--- src/rtl/wp_pkg.sv ---
package wp_pkg;
  typedef enum logic [1:0] {
    ST_IDLE = 2'd0,
    ST_ONE  = 2'd1,
    ST_TWO  = 2'd2
  } seq_st_e;

  localparam int unsigned CODE_STEPS = 3;
endpackage

--- src/rtl/wp_strobe_filter.sv ---
module wp_strobe_filter #(
  parameter int unsigned ADDR_W    = 19,
  parameter int unsigned DATA_W    = 8,
  parameter int unsigned MIN_PULSE = 2
) (
  input  logic              clk_i,
  input  logic              rst_ni,
  input  logic              ce_ni,
  input  logic              we_ni,
  input  logic              oe_ni,
  input  logic [ADDR_W-1:0] addr_i,
  input  logic [DATA_W-1:0] data_i,
  output logic              wr_o,
  output logic [ADDR_W-1:0] wr_addr_o,
  output logic [DATA_W-1:0] wr_data_o
);
  localparam int unsigned CW = $clog2(MIN_PULSE + 2);

  logic              raw;
  logic              act_q;
  logic [CW-1:0]     cnt_q;
  logic [ADDR_W-1:0] cap_addr_q;
  logic [DATA_W-1:0] cap_data_q;
  logic              wr_q;
  logic [ADDR_W-1:0] wr_addr_q;
  logic [DATA_W-1:0] wr_data_q;

  // oe low or either enable high blocks the strobe
  assign raw = ~ce_ni & ~we_ni & oe_ni;

  always_ff @(posedge clk_i or negedge rst_ni) begin
    if (!rst_ni) begin
      act_q      <= 1'b0;
      cnt_q      <= '0;
      cap_addr_q <= '0;
      cap_data_q <= '0;
      wr_q       <= 1'b0;
      wr_addr_q  <= '0;
      wr_data_q  <= '0;
    end else begin
      act_q <= raw;
      wr_q  <= act_q & ~raw & (cnt_q >= CW'(MIN_PULSE));
      if (raw && !act_q) begin
        cnt_q      <= CW'(1);
        cap_addr_q <= addr_i;
      end else if (raw && (cnt_q < CW'(MIN_PULSE))) begin
        cnt_q <= cnt_q + CW'(1);
      end
      if (raw) cap_data_q <= data_i;
      if (act_q && !raw) begin
        wr_addr_q <= cap_addr_q;
        wr_data_q <= cap_data_q;
      end
    end
  end

  assign wr_o      = wr_q;
  assign wr_addr_o = wr_addr_q;
  assign wr_data_o = wr_data_q;
endmodule

--- src/rtl/wp_supply_guard.sv ---
module wp_supply_guard #(
  parameter int unsigned PWRUP_CYC = 625000
) (
  input  logic clk_i,
  input  logic rst_ni,
  input  logic vcc_ok_i,
  output logic ok_o
);
  localparam int unsigned CW = $clog2(PWRUP_CYC + 2);

  logic [CW-1:0] cnt_q;
  logic          done;

  assign done = (cnt_q == CW'(PWRUP_CYC));

  always_ff @(posedge clk_i or negedge rst_ni) begin
    if (!rst_ni)       cnt_q <= '0;
    else if (!vcc_ok_i) cnt_q <= '0;
    else if (!done)     cnt_q <= cnt_q + CW'(1);
  end

  assign ok_o = vcc_ok_i & done;
endmodule

--- src/rtl/wp_cmd_seq.sv ---
module wp_cmd_seq
  import wp_pkg::*;
#(
  parameter int unsigned       ADDR_W = 19,
  parameter int unsigned       DATA_W = 8,
  parameter logic [ADDR_W-1:0] CMD_A1 = 'h5555,
  parameter logic [DATA_W-1:0] CMD_D1 = 'hAA,
  parameter logic [ADDR_W-1:0] CMD_A2 = 'h2AAA,
  parameter logic [DATA_W-1:0] CMD_D2 = 'h55,
  parameter logic [ADDR_W-1:0] CMD_A3 = 'h5555,
  parameter logic [DATA_W-1:0] CMD_D3 = 'hA0,
  parameter logic [DATA_W-1:0] DIS_D3 = 'h20
) (
  input  logic              clk_i,
  input  logic              rst_ni,
  input  logic              por_ni,
  input  logic              wr_i,
  input  logic [ADDR_W-1:0] addr_i,
  input  logic [DATA_W-1:0] data_i,
  input  logic              clear_i,
  output logic              load_valid_o,
  output logic [ADDR_W-1:0] load_addr_o,
  output logic [DATA_W-1:0] load_data_o,
  output logic              protect_o
);
  localparam logic [ADDR_W-1:0] STEP_A [CODE_STEPS] = '{CMD_A1, CMD_A2, CMD_A3};
  localparam logic [DATA_W-1:0] STEP_D [CODE_STEPS] = '{CMD_D1, CMD_D2, CMD_D3};

  logic [CODE_STEPS-1:0] hit;
  logic                  hit_dis;

  for (genvar i = 0; i < CODE_STEPS; i++) begin : g_step
    assign hit[i] = (addr_i == STEP_A[i]) && (data_i == STEP_D[i]);
  end
  assign hit_dis = (addr_i == CMD_A3) && (data_i == DIS_D3);

  seq_st_e     st_q, st_d;
  logic        code_q, code_d;
  logic        prot_q, prot_d;
  logic        is_data;
  logic        fwd;
  logic              lv_q;
  logic [ADDR_W-1:0] la_q;
  logic [DATA_W-1:0] ld_q;

  always_comb begin
    st_d    = st_q;
    code_d  = code_q;
    prot_d  = prot_q;
    is_data = 1'b0;
    if (clear_i) begin
      st_d   = ST_IDLE;
      code_d = 1'b0;
    end else if (wr_i) begin
      if (code_q) begin
        is_data = 1'b1;
      end else begin
        case (st_q)
          ST_IDLE: begin
            if (hit[0]) st_d = ST_ONE;
            else        is_data = 1'b1;
          end
          ST_ONE: begin
            if (hit[1]) st_d = ST_TWO;
            else begin
              st_d    = ST_IDLE;
              is_data = 1'b1;
            end
          end
          ST_TWO: begin
            st_d = ST_IDLE;
            if (hit[2]) begin
              code_d = 1'b1;
              prot_d = 1'b1;
            end else if (hit_dis) begin
              code_d = 1'b1;
              prot_d = 1'b0;
            end else begin
              is_data = 1'b1;
            end
          end
          default: st_d = ST_IDLE;
        endcase
      end
    end
  end

  assign fwd = is_data & (~prot_q | code_q);

  always_ff @(posedge clk_i or negedge rst_ni) begin
    if (!rst_ni) begin
      st_q   <= ST_IDLE;
      code_q <= 1'b0;
      lv_q   <= 1'b0;
      la_q   <= '0;
      ld_q   <= '0;
    end else begin
      st_q   <= st_d;
      code_q <= code_d;
      lv_q   <= fwd;
      if (fwd) begin
        la_q <= addr_i;
        ld_q <= data_i;
      end
    end
  end

  // separate domain: functional reset leaves protection untouched
  always_ff @(posedge clk_i or negedge por_ni) begin
    if (!por_ni) prot_q <= 1'b0;
    else         prot_q <= prot_d;
  end

  assign load_valid_o = lv_q;
  assign load_addr_o  = la_q;
  assign load_data_o  = ld_q;
  assign protect_o    = prot_q;
endmodule

--- src/rtl/wp_cmd_guard.sv ---
module wp_cmd_guard #(
  parameter int unsigned       ADDR_W    = 19,
  parameter int unsigned       DATA_W    = 8,
  parameter int unsigned       MIN_PULSE = 2,
  parameter int unsigned       PWRUP_CYC = 625000,
  parameter int unsigned       LOAD_WIN  = 18750,
  parameter int unsigned       PROG_CYC  = 1250000,
  parameter logic [ADDR_W-1:0] CMD_A1    = 'h5555,
  parameter logic [DATA_W-1:0] CMD_D1    = 'hAA,
  parameter logic [ADDR_W-1:0] CMD_A2    = 'h2AAA,
  parameter logic [DATA_W-1:0] CMD_D2    = 'h55,
  parameter logic [ADDR_W-1:0] CMD_A3    = 'h5555,
  parameter logic [DATA_W-1:0] CMD_D3    = 'hA0,
  parameter logic [DATA_W-1:0] DIS_D3    = 'h20
) (
  input  logic              clk_i,
  input  logic              rst_ni,
  input  logic              por_ni,
  input  logic              vcc_ok_i,
  input  logic              ce_ni,
  input  logic              we_ni,
  input  logic              oe_ni,
  input  logic [ADDR_W-1:0] addr_i,
  input  logic [DATA_W-1:0] data_i,
  output logic              load_valid_o,
  output logic [ADDR_W-1:0] load_addr_o,
  output logic [DATA_W-1:0] load_data_o,
  output logic              prog_start_o,
  output logic              busy_o,
  output logic              protect_o
);
  localparam int unsigned WW = $clog2(LOAD_WIN + 2);
  localparam int unsigned BW = $clog2(PROG_CYC + 2);

  logic              wr;
  logic [ADDR_W-1:0] wr_addr;
  logic [DATA_W-1:0] wr_data;
  logic              prog_ok;
  logic              acc;
  logic              sess_q;
  logic [WW-1:0]     win_q;
  logic              win_end;
  logic              sess_end;
  logic              busy_q;
  logic [BW-1:0]     bcnt_q;
  logic              start_q;

  wp_strobe_filter #(
    .ADDR_W(ADDR_W), .DATA_W(DATA_W), .MIN_PULSE(MIN_PULSE)
  ) u_strobe (
    .clk_i, .rst_ni, .ce_ni, .we_ni, .oe_ni, .addr_i, .data_i,
    .wr_o(wr), .wr_addr_o(wr_addr), .wr_data_o(wr_data)
  );

  wp_supply_guard #(.PWRUP_CYC(PWRUP_CYC)) u_supply (
    .clk_i, .rst_ni, .vcc_ok_i, .ok_o(prog_ok)
  );

  assign acc      = wr & prog_ok & ~busy_q;
  assign win_end  = (win_q == WW'(LOAD_WIN - 1));
  assign sess_end = prog_ok & sess_q & ~acc & win_end;

  always_ff @(posedge clk_i or negedge rst_ni) begin
    if (!rst_ni) begin
      sess_q  <= 1'b0;
      win_q   <= '0;
      busy_q  <= 1'b0;
      bcnt_q  <= '0;
      start_q <= 1'b0;
    end else begin
      start_q <= 1'b0;
      if (busy_q) begin
        if (bcnt_q == BW'(PROG_CYC - 1)) busy_q <= 1'b0;
        else                             bcnt_q <= bcnt_q + BW'(1);
      end
      if (!prog_ok) begin
        sess_q <= 1'b0;
        win_q  <= '0;
      end else if (acc) begin
        sess_q <= 1'b1;
        win_q  <= '0;
      end else if (sess_q) begin
        if (win_end) begin
          sess_q  <= 1'b0;
          start_q <= 1'b1;
          busy_q  <= 1'b1;
          bcnt_q  <= '0;
        end else begin
          win_q <= win_q + WW'(1);
        end
      end
    end
  end

  wp_cmd_seq #(
    .ADDR_W(ADDR_W), .DATA_W(DATA_W),
    .CMD_A1(CMD_A1), .CMD_D1(CMD_D1), .CMD_A2(CMD_A2), .CMD_D2(CMD_D2),
    .CMD_A3(CMD_A3), .CMD_D3(CMD_D3), .DIS_D3(DIS_D3)
  ) u_seq (
    .clk_i, .rst_ni, .por_ni,
    .wr_i(acc), .addr_i(wr_addr), .data_i(wr_data),
    .clear_i(sess_end | ~prog_ok),
    .load_valid_o, .load_addr_o, .load_data_o, .protect_o
  );

  assign prog_start_o = start_q;
  assign busy_o       = busy_q;
endmodule

--- config.mk ---
export PLATFORM = sky130hd
export DESIGN_NAME = wp_cmd_guard
export DESIGN_NICKNAME = d
export VERILOG_FILES = /design/src/rtl/wp_pkg.sv /design/src/rtl/wp_strobe_filter.sv /design/src/rtl/wp_supply_guard.sv /design/src/rtl/wp_cmd_seq.sv /design/src/rtl/wp_cmd_guard.sv
export SDC_FILE = /design/constraint.sdc
export NUM_CORES = 1
export LEC_CHECK = 0
export BUFFER_PORTS_ARGS = -buffer_cell sky130_fd_sc_hd__buf_2
export CAP_MARGIN = 20
export CORE_UTILIZATION = 40
export CTS_CLUSTER_SIZE = 12
export DETAILED_ROUTE_END_ITERATION = 8
export PLACE_DENSITY_LB_ADDON = 0.12
export SYNTH_ARGS = -nofsm -noshare
export SYNTH_HDL_FRONTEND = slang
export SYNTH_SLANG_ARGS = --single-unit
--- constraint.sdc ---
create_clock -name clk_i -period 5.95 [get_ports clk_i]
set_input_delay 0.2975 -clock clk_i [delete_from_list [all_inputs] [get_ports clk_i]]
set_output_delay 0.2975 -clock clk_i [all_outputs]
set_load 0.02 [all_outputs]
After elaboration in Yosys (flattened, before gate mapping)
Cells that the tools add are included.
{ "totals": {"regBits": 149, "in_bits": 34, "out_inout_bits": 31} }
{ "classes": {"n_mux": 50, "n_addsub": 4, "n_eq_ne": 16, "n_lt_le_gt_ge": 2, "reduce_logical": 16, "bitwise": 22} }
{ "op_table": {"columns": ["op", "n"], "rows": [
  ["21-bit 2-to-1 mux", 6],
  ["15-bit 2-to-1 mux", 4],
  ["20-bit 2-to-1 mux", 2],
  ["1-bit 2-to-1 mux", 29],
  ["21-bit by 1-bit adder with 21-bit output, second input constant", 1],
  ["21-bit == test, second input constant", 1],
  ["20-bit by 1-bit adder with 20-bit output, second input constant", 1],
  ["20-bit == test, second input constant", 1],
  ["19-bit by 14-bit == test with 1-bit output, second input constant", 1],
  ["19-bit by 15-bit == test with 1-bit output, second input constant", 1],
  ["8-bit == test, second input constant", 2],
  ["15-bit by 1-bit adder with 15-bit output, second input constant", 1],
  ["15-bit == test, second input constant", 1],
  ["2-bit 2-to-1 mux", 7],
  ["1-bit bitwise AND", 11],
  ["1-bit NOT", 9],
  ["8-bit by 6-bit == test with 1-bit output, second input constant", 1],
  ["8-bit by 7-bit == test with 1-bit output, second input constant", 1],
  ["1-bit logical AND", 7],
  ["3-bit by 1-bit != test with 1-bit output, second input constant", 2],
  ["2-bit nonzero test", 3],
  ["5-bit AND reduction", 1],
  ["2-bit case mux with 2 select lines", 1],
  ["3-bit != test, second input constant", 1],
  ["13 further kinds", 15]
]} }

Depth between registers and ports, before layout
{ "logic_depth": {"depth_word": 10, "mapped_depth": 8} }

Hierarchy
Synthesis repeated with hierarchy kept, for this count alone.
{ "unflattened": {"hier_cells": 595, "area_unflattened_um2": 7184.4} }
{ "modules_own_cells": {"columns": ["mod", "area_per_inst_um2", "instances", "seq_area_each_um2", "cells_per_inst"], "rows": [
  ["wp_strobe_filter", 2406.1, 1, 1451.4, 149],
  ["wp_cmd_guard", 2163.3, 1, 975.9, 231],
  ["wp_cmd_seq", 1510.2, 1, 800.8, 100],
  ["wp_supply_guard", 1104.8, 1, 500.5, 115]
]} }

Worst setup path after synthesis
No wires, ideal clock.
{ "synth_timing": {"path_type": "reg-to-reg", "from": "register u_strobe.wr_addr_q[15], in the netlist u_strobe.wr_addr_o[15]", "to": "register u_seq.la_q[10], in the netlist u_seq.load_addr_o[10]", "arrival_time_ns": 2.507, "synth_period_minus_slack_ns": 2.632, "required_time_ns": 5.825, "path_stages_with_launch": 7, "path_slack_ns": 3.318, "setup_ns": 0.125, "cell_sequence": "dfrtp_1 -> or4_1 -> nor4_4 -> a31oi_1 -> o311ai_4 -> buf_8 -> mux2_4"} }
{ "synth_between": {"elab_chain_cells": 9, "elab_cells_between_ends": 15, "classes_between": "eq/ne: 2; mux: 8; bitwise: 1; reduce/logical: 4"} }
{ "synth_lines": {"columns": ["element", "line", "text"], "rows": [
  ["start, declared", "wp_strobe_filter.sv:25", "logic [ADDR_W-1:0] wr_addr_q;"],
  ["start signal, assigned", "wp_strobe_filter.sv:51", "wr_addr_q <= cap_addr_q;"],
  ["19-bit by 15-bit == test with 1-bit output", "wp_cmd_seq.sv:33, wp_cmd_seq.sv:35", null],
  ["1-bit logical AND", "wp_cmd_seq.sv:35", "assign hit_dis = (addr_i == CMD_A3) && (data_i == DIS_D3);"],
  ["1-bit 2-to-1 mux", "wp_cmd_seq.sv:75", "end else if (hit_dis) begin"],
  ["1-bit 2-to-1 mux", "wp_cmd_seq.sv:72", "if (hit[2]) begin"],
  ["1-bit case mux with 3 select lines (*)", "wp_cmd_seq.sv:58", "case (st_q)"],
  ["1-bit 2-to-1 mux (*)", "wp_cmd_seq.sv:55", "if (code_q) begin"],
  ["1-bit 2-to-1 mux (*)", "wp_cmd_seq.sv:54", "end else if (wr_i) begin"],
  ["1-bit 2-to-1 mux (*)", "wp_cmd_seq.sv:51", "if (clear_i) begin"],
  ["1-bit bitwise AND (*)", "wp_cmd_seq.sv:88", "assign fwd = is_data & (~prot_q | code_q);"],
  ["end signal, assigned", "wp_cmd_seq.sv:102", "la_q <= addr_i;"],
  ["end, declared", "wp_cmd_seq.sv:43", "logic [ADDR_W-1:0] la_q;"]
]} }
Every way passes the cells marked *; elsewhere a longest branch is shown, timed or not.
A chain may end at the register's enable or synchronous reset.

Final worst setup path
{ "layout_timing": {"from": "register u_strobe.wr_addr_q[15], in the netlist u_strobe.wr_addr_o[15]", "to": "register u_seq.la_q[0], in the netlist u_seq.load_addr_o[0]"} }
The elaborated chain is that of the path after synthesis.

==> impl_metrics.toml <==
[timing]
post-route-period-util_pct = 57.1
hold_ws_ns = 0.0635
rsz0062_at_grt = "false"
worstMarginPinSlew_ns = 1.10
fmax_mhz = 294
fin_crit_ns = 3.40
fin_skew_ns = 0.0100
maxSlewViolCount = 0
relSlewSlack_pct = 26.0
hold_viol_final = 0
final.setup.tns_ns = 0
finalSetupViolations = 0

[clock_network]
clock_latency_ns = 0.43
path_clk_slew_ns = 0.06
clock_sinks = 149
cts_root_buffer = "clkbuf_16"
cts_hold_buffers = 2
cts_setup_buffers = 0
cts_tree = "yes"
numCtsBuffers = 17
cts_buffer_depth = 2
cts_resized = 0
htree_levels = 4

[routing]
drt_wl_total_mm = 14.1
route.met3.wl_um = 422
dr.pass1.iters = 4
drc_errors = 0
drt-initial-drc-count = 299
top_layer_used = "met4"
ant_nets = 0
met1_length_mm = 7.06
num_vias = 4564
wl_met2_mm = 6.48
vias_per_cell = 5.16
wl_per_cell_um = 16.0

[hold_path]
hp-class = "in -> reg"
hp-start = "data_i[2]"
whs_path_depth = 3
whs_endpoint = "u_strobe.cap_data_q[2]"

[power_and_ir_drop]
p_per_area_nw_per_um2 = 313
intPower_uw = 1910
p_leak_uw = 0.00367
ir_drop_uv = 244
p_clk_share_pct = 45.0
swShare_pct = 24.4
pwr-share-comb_pct = 7.3
p_sw_uw = 617
power_uw = 2530
pwr-share-seq_pct = 47.7

[floorplan]
fp.dieH_um = 133
initial_core_util_pct = 41.0
rows = 47
dieArea_um2 = 17600
coreArea_um2 = 16600
io_pins = 65
die_w_um = 133

[setup_path]
end_kind = "flip-flop"
path_max_fanout = 15
ff2ff_setup_slack_ns = 2.55
crit_type = "reg -> reg"
r2r_end = "u_seq.load_addr_o[0]"
worstReg2RegStart = "u_strobe.wr_addr_o[15]"
start_kind = "flip-flop"
reg2regPathDepth = 6
cp_data_required_time_ns = 6.26
arrival_ns = 3.71

[placed_design]
portBuffers = 64
place.gp.congestion = 0.768
dp.final_hpwl_mm = 9.65

[job]
cap_violations = 0

[logic_synthesis]
synth_area_um2 = 6830
ys_types = 53
yosys.area.top_type = "dfrtp_1"
synth_area_per_cell_um2 = 11.8
synth-main-ff-cell = "dfrtp_1"
synth-seq-cells = 149
postSynthCellCount = 580
synth_top_area_share_pct = 54.6
syn_nets = 620
synth-seq-area-share_pct = 54.6
yosysWarnings = 0
synth_edf_count = 0
async_flop_share_pct = 100
synth_area_leaders = "dfrtp_1 55%, mux2_2 9.1%, mux2_4 4.4%"

[cells_and_area]
diodes = 0
drive_above_1_share_pct = 27.8
mostFrequentLayoutCells = "149 x dfrtp_1, 70 x nor2_1, 63 x buf_2, 55 x mux2_2, 47 x nand2_1"
layout_commonest_cell = "dfrtp_1"
syn2layout_area_growth_pct = 17.9
finish.utilization_pct = 48.4
finalNetCount = 692

[outcome]
outcome = "finished clean"

[grt]
overflow = 0
grt_antenna_before_repair = 0
gr-usage-all-layers_pct = 17.2
grt_pass1_wl_mm = 23.8
grt_pass1_vias = 4526
grt_max_degree = 92
==> per-layer routing <==
metal	vias to the layer above	global-route usage, %
met3	11	4.75
met1	2277	24.0
met4	0	5.68
met5	-	0
met2	71	25.9
li1	2205	-
==> state kept, by name (all words and copies together) (netlist names) <==
name and cells:
u_strobe.wr_o 1, u_seq.st_q 2, u_seq.load_data_o 8, u_strobe.wr_addr_o 19
u_strobe.wr_data_o 8, prog_start_o 1, busy_o 1, win_q 15
sess_q 1, bcnt_q 21, u_strobe.cap_data_q 8, u_strobe.act_q 1
u_strobe.cap_addr_q 19, u_seq.load_addr_o 19, u_seq.load_valid_o 1, u_strobe.cnt_q 2
u_seq.protect_o 1, u_seq.code_q 1, u_supply.cnt_q 20
==> metrics by stage <==
| step | area, um^2 | instances | setup WS, ns |
|---|---|---|---|
| floorplan | 6830 | 580 | 3.32 |
| global placement | 7380 | 850 | 2.60 |
| detailed placement | 7410 | 851 | 2.54 |
| CTS | 8060 | 885 | 2.50 |
| global route | 8060 | 885 | 2.38 |
| finish | 8060 | 885 | 2.55 |
==> power by group through the flow <==
stage | Combinational, uW | Sequential (uW) | Clock [uW]
finish | 186 | 1200 | 1140
CTS | 190 | 1200 | 1160
global route | 206 | 1220 | 1220
detailed placement | 188 | 1220 | 0
global placement | 181 | 1220 | 0
floorplan | 135 | 1190 | 0
==> final cells by class <==
| class | instances | area, um^2 |
|---|---|---|
| Tap cell | 220 | 275 |
| Multi-Input combinational cell | 400 | 2970 |
| Clock buffer | 18 | 439 |
| Sequential cell | 149 | 3730 |
| Inverter | 13 | 48.8 |
| Timing Repair Buffer | 71 | 404 |
| Fill cell | 1471 | 8590 |
| Clock inverter | 14 | 189 |
==> cells by family (layout without fill, tap and decap cells) <==
logic type                 count (synthesis)  after routing  synth area share, %
and+or+nand+nor                          227            227                 17.8
DFF                                      149            149                 54.6
muxes                                     77             77                 13.8
xor gates and xnor gates                  46             46                 5.90
AOI/OAI and AO/OA                         44             44                 4.84
buffers and inverters                     31            116                 2.03
adders and majority gates                  6              6                 1.10
==> worst max-delay path by stage <==
stage                                 startpoint               endpoint  slack (ns)  depth (start not counted)
after floorplan           u_strobe.wr_addr_o[15]  u_seq.load_addr_o[10]        3.32                          6
after global placement    u_strobe.wr_addr_o[15]   u_seq.load_addr_o[0]        2.60                          6
after detailed placement  u_strobe.wr_addr_o[15]   u_seq.load_addr_o[0]        2.54                          6
after CTS                 u_strobe.wr_addr_o[15]   u_seq.load_addr_o[0]        2.50                          6
after global routing      u_strobe.wr_addr_o[15]   u_seq.load_addr_o[0]        2.38                          6
final                     u_strobe.wr_addr_o[15]   u_seq.load_addr_o[0]        2.55                          6
==> worst max-delay path, stage by stage (launching register included) <==
cell and delay (ns):
dfrtp_1 0.38, or4_1 0.63, nor4_4 0.35, a31oi_1 0.21, o311ai_4 0.93, buf_4 0.42, mux2_2 0.37
==> synth_stat cells (3+ instances only) <==
cell and count:
a21oi_1 8, and2_1 4, and3_1 10, and4_1 3
clkbuf_1 15, dfrtp_1 149, ha_1 6, inv_1 12
mux2_2 55, mux2_4 20, nand2_1 47, nand3_1 15
nand4_1 14, nor2_1 71, nor2b_1 4, nor3_1 11
nor4_1 11, nor4b_1 4, nor4bb_1 5, o2111ai_1 6
o211ai_1 6, o21a_1 3, o21ai_0 6, or3_1 5
or4_1 5, or4bb_1 4, xnor2_1 20, xor2_1 26
(Power assumes the default switching activity.)
